File: config.mk
export PLATFORM = sky130hd
export DESIGN_NAME = subirq_fold
export DESIGN_NICKNAME = d
export VERILOG_FILES = /design/src/rtl/subirq_pkg.sv /design/src/rtl/subirq_edge.sv /design/src/rtl/subirq_bank.sv /design/src/rtl/subirq_grp_or.sv /design/src/rtl/subirq_regif.sv /design/src/rtl/subirq_fold.sv
export SDC_FILE = /design/constraint.sdc
export NUM_CORES = 1
export LEC_CHECK = 0
export ABC_AREA = 0
export BUFFER_PORTS_ARGS = -buffer_cell sky130_fd_sc_hd__clkbuf_2
export CORE_MARGIN = 3
export CORE_UTILIZATION = 40
export CTS_BUF_LIST = sky130_fd_sc_hd__clkbuf_4 sky130_fd_sc_hd__clkbuf_8 sky130_fd_sc_hd__clkbuf_16
export CTS_CLUSTER_DIAMETER = 50
export DETAILED_ROUTE_END_ITERATION = 10
export PLACE_DENSITY_LB_ADDON = 0.08
export SLEW_MARGIN = 20
export SYNTH_ARGS = -nofsm -noshare
export SYNTH_HDL_FRONTEND = slang
export SYNTH_SLANG_ARGS = --single-unit
File: constraint.sdc
create_clock -name clk -period 2.25 [get_ports clk]
set_input_delay 0.45 -clock clk [delete_from_list [all_inputs] [get_ports clk]]
set_output_delay 0.45 -clock clk [all_outputs]
set_load 0.005 [all_outputs]
File: src/rtl/subirq_pkg.sv
package subirq_pkg;

    localparam int SRC_N    = 11;
    localparam int GRP_N    = 4;
    localparam int PER_GRP  = 3;
    localparam int PRI_BASE = 32;
    localparam int IRQ_SPAN = PRI_BASE + SRC_N;

    localparam logic [4:0] OFS_PEND = 5'h18;
    localparam logic [4:0] OFS_MASK = 5'h1c;

    typedef logic [SRC_N-1:0] src_vec_t;
    typedef logic [GRP_N-1:0] grp_vec_t;

    typedef enum logic [1:0] {
        RSEL_NONE = 2'd0,
        RSEL_PEND = 2'd1,
        RSEL_MASK = 2'd2
    } reg_sel_e;

    typedef struct packed {
        logic     clr_en;
        src_vec_t clr_bits;
        logic     mask_en;
        src_vec_t mask_val;
    } bank_cmd_t;

    typedef struct packed {
        src_vec_t pend;
        src_vec_t mask;
    } bank_state_t;

    function automatic int grp_of(input int s);
        if (s < (GRP_N - 1) * PER_GRP)
            return s / PER_GRP;
        return GRP_N - 1;
    endfunction

    function automatic src_vec_t grp_members(input int g);
        src_vec_t m;
        m = '0;
        for (int s = 0; s < SRC_N; s++)
            if (grp_of(s) == g) m[s] = 1'b1;
        return m;
    endfunction

    function automatic reg_sel_e decode(input logic [4:0] ofs);
        case (ofs)
            OFS_PEND: return RSEL_PEND;
            OFS_MASK: return RSEL_MASK;
            default:  return RSEL_NONE;
        endcase
    endfunction

endpackage

File: src/rtl/subirq_edge.sv
module subirq_edge #(
    parameter int W = 11
) (
    input  logic         clk,
    input  logic         rst,
    input  logic [W-1:0] lvl,
    output logic [W-1:0] prev,
    output logic [W-1:0] rise
);

    always_ff @(posedge clk) begin
        if (rst) prev <= '0;
        else     prev <= lvl;
    end

    assign rise = lvl & ~prev;

endmodule

File: src/rtl/subirq_bank.sv
module subirq_bank
    import subirq_pkg::*;
(
    input  logic        clk,
    input  logic        rst,
    input  src_vec_t    rise,
    input  bank_cmd_t   cmd,
    output bank_state_t cur,
    output bank_state_t nxt
);

    bank_state_t st_q;

    always_comb begin
        nxt = st_q;
        if (cmd.clr_en)
            nxt.pend = st_q.pend & ~cmd.clr_bits;
        // a fresh edge outranks a clear of the same bit
        nxt.pend = nxt.pend | rise;
        if (cmd.mask_en)
            nxt.mask = cmd.mask_val;
    end

    always_ff @(posedge clk) begin
        if (rst) begin
            st_q.pend <= '0;
            st_q.mask <= '1;
        end else begin
            st_q <= nxt;
        end
    end

    assign cur = st_q;

endmodule

File: src/rtl/subirq_grp_or.sv
module subirq_grp_or
    import subirq_pkg::*;
(
    input  logic        clk,
    input  logic        rst,
    input  bank_state_t nxt,
    output grp_vec_t    irq
);

    src_vec_t live;
    grp_vec_t irq_d;
    grp_vec_t irq_q;

    assign live = nxt.pend & ~nxt.mask;

    for (genvar g = 0; g < GRP_N; g++) begin : g_grp
        always_comb irq_d[g] = |(live & grp_members(g));
    end

    always_ff @(posedge clk) begin
        if (rst) irq_q <= '0;
        else     irq_q <= irq_d;
    end

    assign irq = irq_q;

endmodule

File: src/rtl/subirq_regif.sv
module subirq_regif
    import subirq_pkg::*;
#(
    parameter int ADDR_W = 5,
    parameter int DATA_W = 32
) (
    input  logic              sel,
    input  logic              wr,
    input  logic [ADDR_W-1:0] addr,
    input  logic [DATA_W-1:0] wdata,
    input  bank_state_t       cur,
    output bank_cmd_t         cmd,
    output logic [DATA_W-1:0] rdata
);

    localparam int PAD_W = DATA_W - SRC_N;

    reg_sel_e which;
    src_vec_t wbits;
    logic     unused_hi;

    assign which     = decode(addr[4:0]);
    assign wbits     = wdata[SRC_N-1:0];
    assign unused_hi = ^wdata[DATA_W-1:SRC_N];

    always_comb begin
        cmd.clr_en   = sel && wr && (which == RSEL_PEND);
        cmd.clr_bits = wbits;
        cmd.mask_en  = sel && wr && (which == RSEL_MASK);
        cmd.mask_val = wbits;
    end

    always_comb begin
        rdata = '0;
        if (sel && !wr) begin
            case (which)
                RSEL_PEND: rdata = {{PAD_W{1'b0}}, cur.pend};
                RSEL_MASK: rdata = {{PAD_W{1'b0}}, cur.mask};
                default:   rdata = '0;
            endcase
        end
    end

endmodule

File: src/rtl/subirq_fold.sv
module subirq_fold
    import subirq_pkg::*;
#(
    parameter int ADDR_W = 5,
    parameter int DATA_W = 32
) (
    input  logic              clk,
    input  logic              rst,
    input  logic [SRC_N-1:0]  src_in,
    input  logic              bus_sel,
    input  logic              bus_wr,
    input  logic [ADDR_W-1:0] bus_addr,
    input  logic [DATA_W-1:0] bus_wdata,
    output logic [DATA_W-1:0] bus_rdata,
    output logic [GRP_N-1:0]  irq_out
);

    src_vec_t    src_prev;
    src_vec_t    src_rise;
    bank_cmd_t   cmd;
    bank_state_t st_cur;
    bank_state_t st_nxt;
    src_vec_t    pend_q;
    src_vec_t    mask_q;

    subirq_edge #(.W(SRC_N)) u_edge (
        .clk  (clk),
        .rst  (rst),
        .lvl  (src_in),
        .prev (src_prev),
        .rise (src_rise)
    );

    subirq_regif #(.ADDR_W(ADDR_W), .DATA_W(DATA_W)) u_regif (
        .sel   (bus_sel),
        .wr    (bus_wr),
        .addr  (bus_addr),
        .wdata (bus_wdata),
        .cur   (st_cur),
        .cmd   (cmd),
        .rdata (bus_rdata)
    );

    subirq_bank u_bank (
        .clk  (clk),
        .rst  (rst),
        .rise (src_rise),
        .cmd  (cmd),
        .cur  (st_cur),
        .nxt  (st_nxt)
    );

    subirq_grp_or u_or (
        .clk (clk),
        .rst (rst),
        .nxt (st_nxt),
        .irq (irq_out)
    );

    assign pend_q = st_cur.pend;
    assign mask_q = st_cur.mask;

endmodule

# Word-level counts from Yosys, hierarchy flattened
# Cells that the tools add are included.
# word_totals
regBits	37
inputBits	52
output_inout_bits	36
word_cells	29
# classes
n_eq_ne	4
muxes	5
bitwise	7
reduce_logical	9
# op_table
operator	count
bitwise AND 11 bit	3
NOT 11 bit	3
2-to-1 mux 32 bit	1
2-to-1 mux 11 bit	2
case mux 11 bit (2 select lines)	1
bitwise OR 11 bit	1
equality test 5 bit (second input constant)	2
OR reduction 3 bit	3
logical AND 1 bit	4
case mux 2 bit (2 select lines)	1
equality test 2 x 1 -> 1 bit (second input constant)	1
equality test 2 bit (second input constant)	1
OR reduction 2 bit	1
zero test 1 bit	1

# Logic depth before layout (Yosys ltp)
# logic_depth
depth_word	8
depth_mapped	10
ltp_nobuf	9

# Hierarchy
# Synthesis repeated with hierarchy kept, for this count alone.
# hier_totals
cells_unflattened	237
area_unflattened_um2	2124.5
# by_module_without_submodules
module	instances	cells_each	area_each_um2	seq_area_each_um2
subirq_bank	1	104	1001.0	440.4
subirq_regif	1	80	556.8	0.0
subirq_edge	1	34	394.1	220.2
subirq_grp_or	1	19	172.7	80.1

# Least setup slack after synthesis
# Ideal clock, no wire load.
# synth_path
path_kind	input port to output port
start	input bus_addr[1]
end	output bus_rdata[0]
t_arrival_ps	1668
t_required_ps	1800
path_slack_ps	132
path_stages	7
n_path_buf	1
path_cell_list	nor2_1 -> nand3_1 -> nor2_1 -> ha_1 -> or3b_1 -> buf_2 -> nor2_1
# synth_between
elab_chain_len	5
elab_cells_between_ends	7
classes_between	4 x eq/ne; 3 x mux
# synth_lines
item	line_no	source
from (decl)	subirq_fold.sv:12	input logic [ADDR_W-1:0] bus_addr,
equality test 5 bit	subirq_pkg.sv:48	case (ofs)
case mux 2 bit (2 select lines) *	subirq_pkg.sv:48	
equality test 2 bit / equality test 2 x 1 -> 1 bit (equally long branches)	subirq_regif.sv:36	case (which)
case mux 11 bit (2 select lines) *	subirq_regif.sv:36	
2-to-1 mux 32 bit *	subirq_regif.sv:35	if (sel && !wr) begin
to (decl)	subirq_fold.sv:14	output logic [DATA_W-1:0] bus_rdata,
# Mark *: on every way between the ends. The rest lies on a longest branch, timed or not.

# Final worst setup path
# layout_path
start	input bus_addr[1]
end	output bus_rdata[2]
# Same word-level chain as after synthesis.

==> summary.txt <==
Run status
  – Status: finished, violations left
  – Failing checks: negative setup slack

Setup path
  – CP endpoint kind: output pin
  – Crit-path max FO: 6
  – Type of origin of the critical path: input port
  – Arr. time, crit path: 1.89 ns
  – CP required: between 1.5 and 2 ns
  – Crit path kind: input port to output pin
  – R2r setup slk: 1.10 ns

Placed design
  – Placer Congestion: 0.745
  – Port-buffer cells: 45
  – DPL Wire Length: 2890 um
  – DP Worst Slack: -0.166 ns

STA
  – Final min period: 2.34 ns
  – Setup TNS Final: -0.468 ns
  – Clock Skew: 0.00246 ns
  – Crit share post-route: 1.04
  – Achievable Freq: 427 MHz
  – Hold Fails Final Rpt: 0
  – Final worst-path setup slack: -0.0911 ns
  – RSZ-0062 raised after global routing: true
  – Final setup fails: 11
  – Slew Limit Fails: 0

Layout
  – Filler cells: a little over 400
  – Layout cells sized above 1: 0.310
  – Area of all sequential standard cells: about 740 um^2
  – ANT cells: 0
  – Area of the multi-input gates: 975 um^2
  – Fin nets: 324
  – Area Overhead vs Synth: 24.0%

Floorplan
  – Io pins: 88
  – Core ar.: 0.00420 mm^2
  – Die ar.: 0.00540 mm^2
  – Die W: 73.5 um
  – Die height: 73.5 um
  – # rows: 23
  – Initial Utilization: 0.434

Global route
  – Vias in the first global route: 1463
  – Initial antenna violation count: 0
  – Global-route wire length before repair: 6500 um
  – Grt ovf: 0
  – Largest net degree at the start of global routing: 24
  – GRT Overall Usage: 0.155

Detailed routing
  – Final ANT Viol Nets: 0
  – Final WL: 3970 um
  – First-pass DRT Iterations: 4
  – Avg Vias per Cell: 4.66
  – Via count: 1497
  – Wire per inst: about 12 um
  – DRC Markers: 0
  – Violation count after the first detailed-route iteration: 52

Synth
  – Yosys top cell by area: dfxtp_1
  – Mapped Cells: ~220
  – Sequential area share after synthesis: 0.406
  – Mean Syn Cell Area: 8.32 um^2
  – Yosys synthesis warning count: 0
  – Seq cells post-synth: 37
  – Top post-synthesis cells by area: dfxtp_1 41%, buf_4 9.1%, nand2_1 6.2%
  – Share of the synthesized area in the top cell type: 0.406
  – Synth cell types: 28
  – Post-Syn Area: 0.00182 mm^2

Hold path
  – Hold WC Path Type: input port to flop

Clocking
  – Clk Latency, worst-skew pair: 0.28 ns
  – CTS root buf: clkbuf_8
  – Clk sinks: 37
  – Num CTS Buffers: 5
  – CTS tree: built
  – Clk slew on worst S/H paths: 0.07 ns
  – CTS H-Tree Depth: 2
  – Clock buffer depth: 2

Power
  – Total leakage power: 1.01 nW
  – Cell Pwr Density: 634 mW/mm^2
  – Max IR drop VDD: 0.000286 V

Job
  – Max Cap Viol: 0
==> critical path: stages <==
cell and delay, ns:
buf_8 0.10, nor2_4 0.11, nand3_2 0.08, nor2_2 0.10, ha_1 0.24, or3b_4 0.43
buf_12 0.16, nor2_4 0.11, clkbuf_2 0.12
==> per-stage QoR <==
step | util | power (mW) | hold slack (ns) | instance area [um^2] | std cells
finish | 0.538 | 1.43 | 0.387 | 2260 | 321
global route | 0.538 | 1.50 | 0.393 | 2260 | 321
CTS | 0.530 | 1.44 | 0.385 | 2230 | 321
detailed placement | 0.486 | 0.833 | 0.466 | 2040 | 313
global placement | 0.486 | 0.832 | 0.462 | 2040 | 313
floorplan | - | 0.808 | 0.435 | 1900 | 239
==> layout make-up <==
cell class | count | share of cell area
Clock inverter | 1 | 0.0133
Timing Repair Buffer | 56 | 0.151
Tap cell | 50 | 0.0277
Sequential cell | 37 | 0.328
Clock buffer | 7 | 0.0398
Multi-Input combinational cell | 164 | 0.431
Inverter | 6 | 0.00996
==> layout by cell type, fill, tap and decap left out, types with 2 or more instances in the layout <==
| master | synthesis | routed |
|---|---|---|
| and3_1 | 2 | 2 |
| dfxtp_1 | 37 | 37 |
| inv_1 | 6 | 6 |
| buf_6 | 3 | 2 |
| or3b_1 | 3 | 2 |
| nand2b_1 | 11 | 11 |
| nor2b_1 | 17 | 17 |
| nand4_1 | 6 | 6 |
| nand2_1 | 30 | 30 |
| clkbuf_8 | 0 | 6 |
| o21ai_0 | 2 | 2 |
| nor2_4 | 0 | 6 |
| buf_2 | 2 | 5 |
| nor2_2 | 0 | 6 |
| buf_4 | 22 | 9 |
| conb_1 | 1 | 21 |
| a22oi_1 | 11 | 11 |
| ha_1 | 2 | 2 |
| a21oi_1 | 19 | 19 |
| nand3_2 | 4 | 5 |
| nand3b_1 | 7 | 7 |
| clkbuf_2 | 0 | 38 |
| o211ai_1 | 2 | 2 |
| nor2_1 | 19 | 7 |
| a31oi_1 | 2 | 2 |
==> cell families (layout without fill, tap and decap cells) <==
group / count (synthesis) / count (layout) / synth area share
DFF: 37 / 37 / 0.406
other: 1 / 21 / 0.00206
adders and majority gates: 2 / 2 / 0.0137
and+or+nand+nor: 100 / 100 / 0.292
muxes: 1 / 1 / 0.00549
buffers and inverters: 38 / 70 / 0.137
AOI/OAI and AO/OA: 40 / 40 / 0.143
==> path summary, 6_finish.rpt <==
path	from	end	cells past startpoint
worst max register to register	u_edge.prev[1]$_SDFF_PP0_	u_or.irq[0]$_SDFF_PP0_	4
worst min-delay path	src_in[10]	u_edge.prev[10]$_SDFF_PP0_	2
worst min register to register	u_bank.cur[4]$_SDFF_PP1_	u_bank.cur[4]$_SDFF_PP1_	2
worst max-delay path	bus_addr[1]	bus_rdata[2]	9
==> Yosys cell counts (all sizes together) <==
library cell,number
nor2b,17
dfxtp,37
a31oi,2
mux2i,1
nand4,6
o21ai,2
o221ai,2
nand2,30
ha,2
nor2,19
nand3b,7
a22oi,11
inv,6
or3b,3
o211ai,3
and3,2
a21oi,19
clkbuf,5
nand3,5
o2bb2ai,1
buf,27
conb,1
nand2b,11
==> registers in the layout, indices dropped and copies added (netlist names) <==
name,count
u_edge.prev,11
u_bank.cur,22
u_or.irq,4
==> layer usage <==
| layer | global-route usage | vias up | part of all wire | wire length [um] |
|---|---|---|---|---|
| met4 | 0.0584 | 0 | 0.012 | 47 |
| met1 | 0.188 | 650 | 0.46 | 1840 |
| met2 | 0.258 | 44 | 0.47 | 1860 |
| li1 | - | 797 | - | - |
| met5 | 0 | - | 0 | 0 |
| met3 | 0.0451 | 6 | 0.053 | 212 |
==> report_power, final <==
group	leakage, nW	switching [mW]	total, mW	internal, mW
combinational	0.642	0.0714	0.131	0.0596
clock	0.0619	0.231	0.604	0.373
sequential	0.305	0.0144	0.697	0.683
total	1.01	0.317	1.43	1.12
==> repair_timing <==
| item | in CTS | in global routing |
|---|---|---|
| resized for setup | 20 | 14 |
| cloned | 0 | 0 |
| setup endpoints to repair | 11 | 11 |
| buffers inserted | 0 | 0 |
| hold buffers | 0 | 0 |
| pin swaps | 16 | 8 |
| endpoints found under the hold margin | 0 | 0 |
Note: power is estimated with default switching activity, not from simulation.
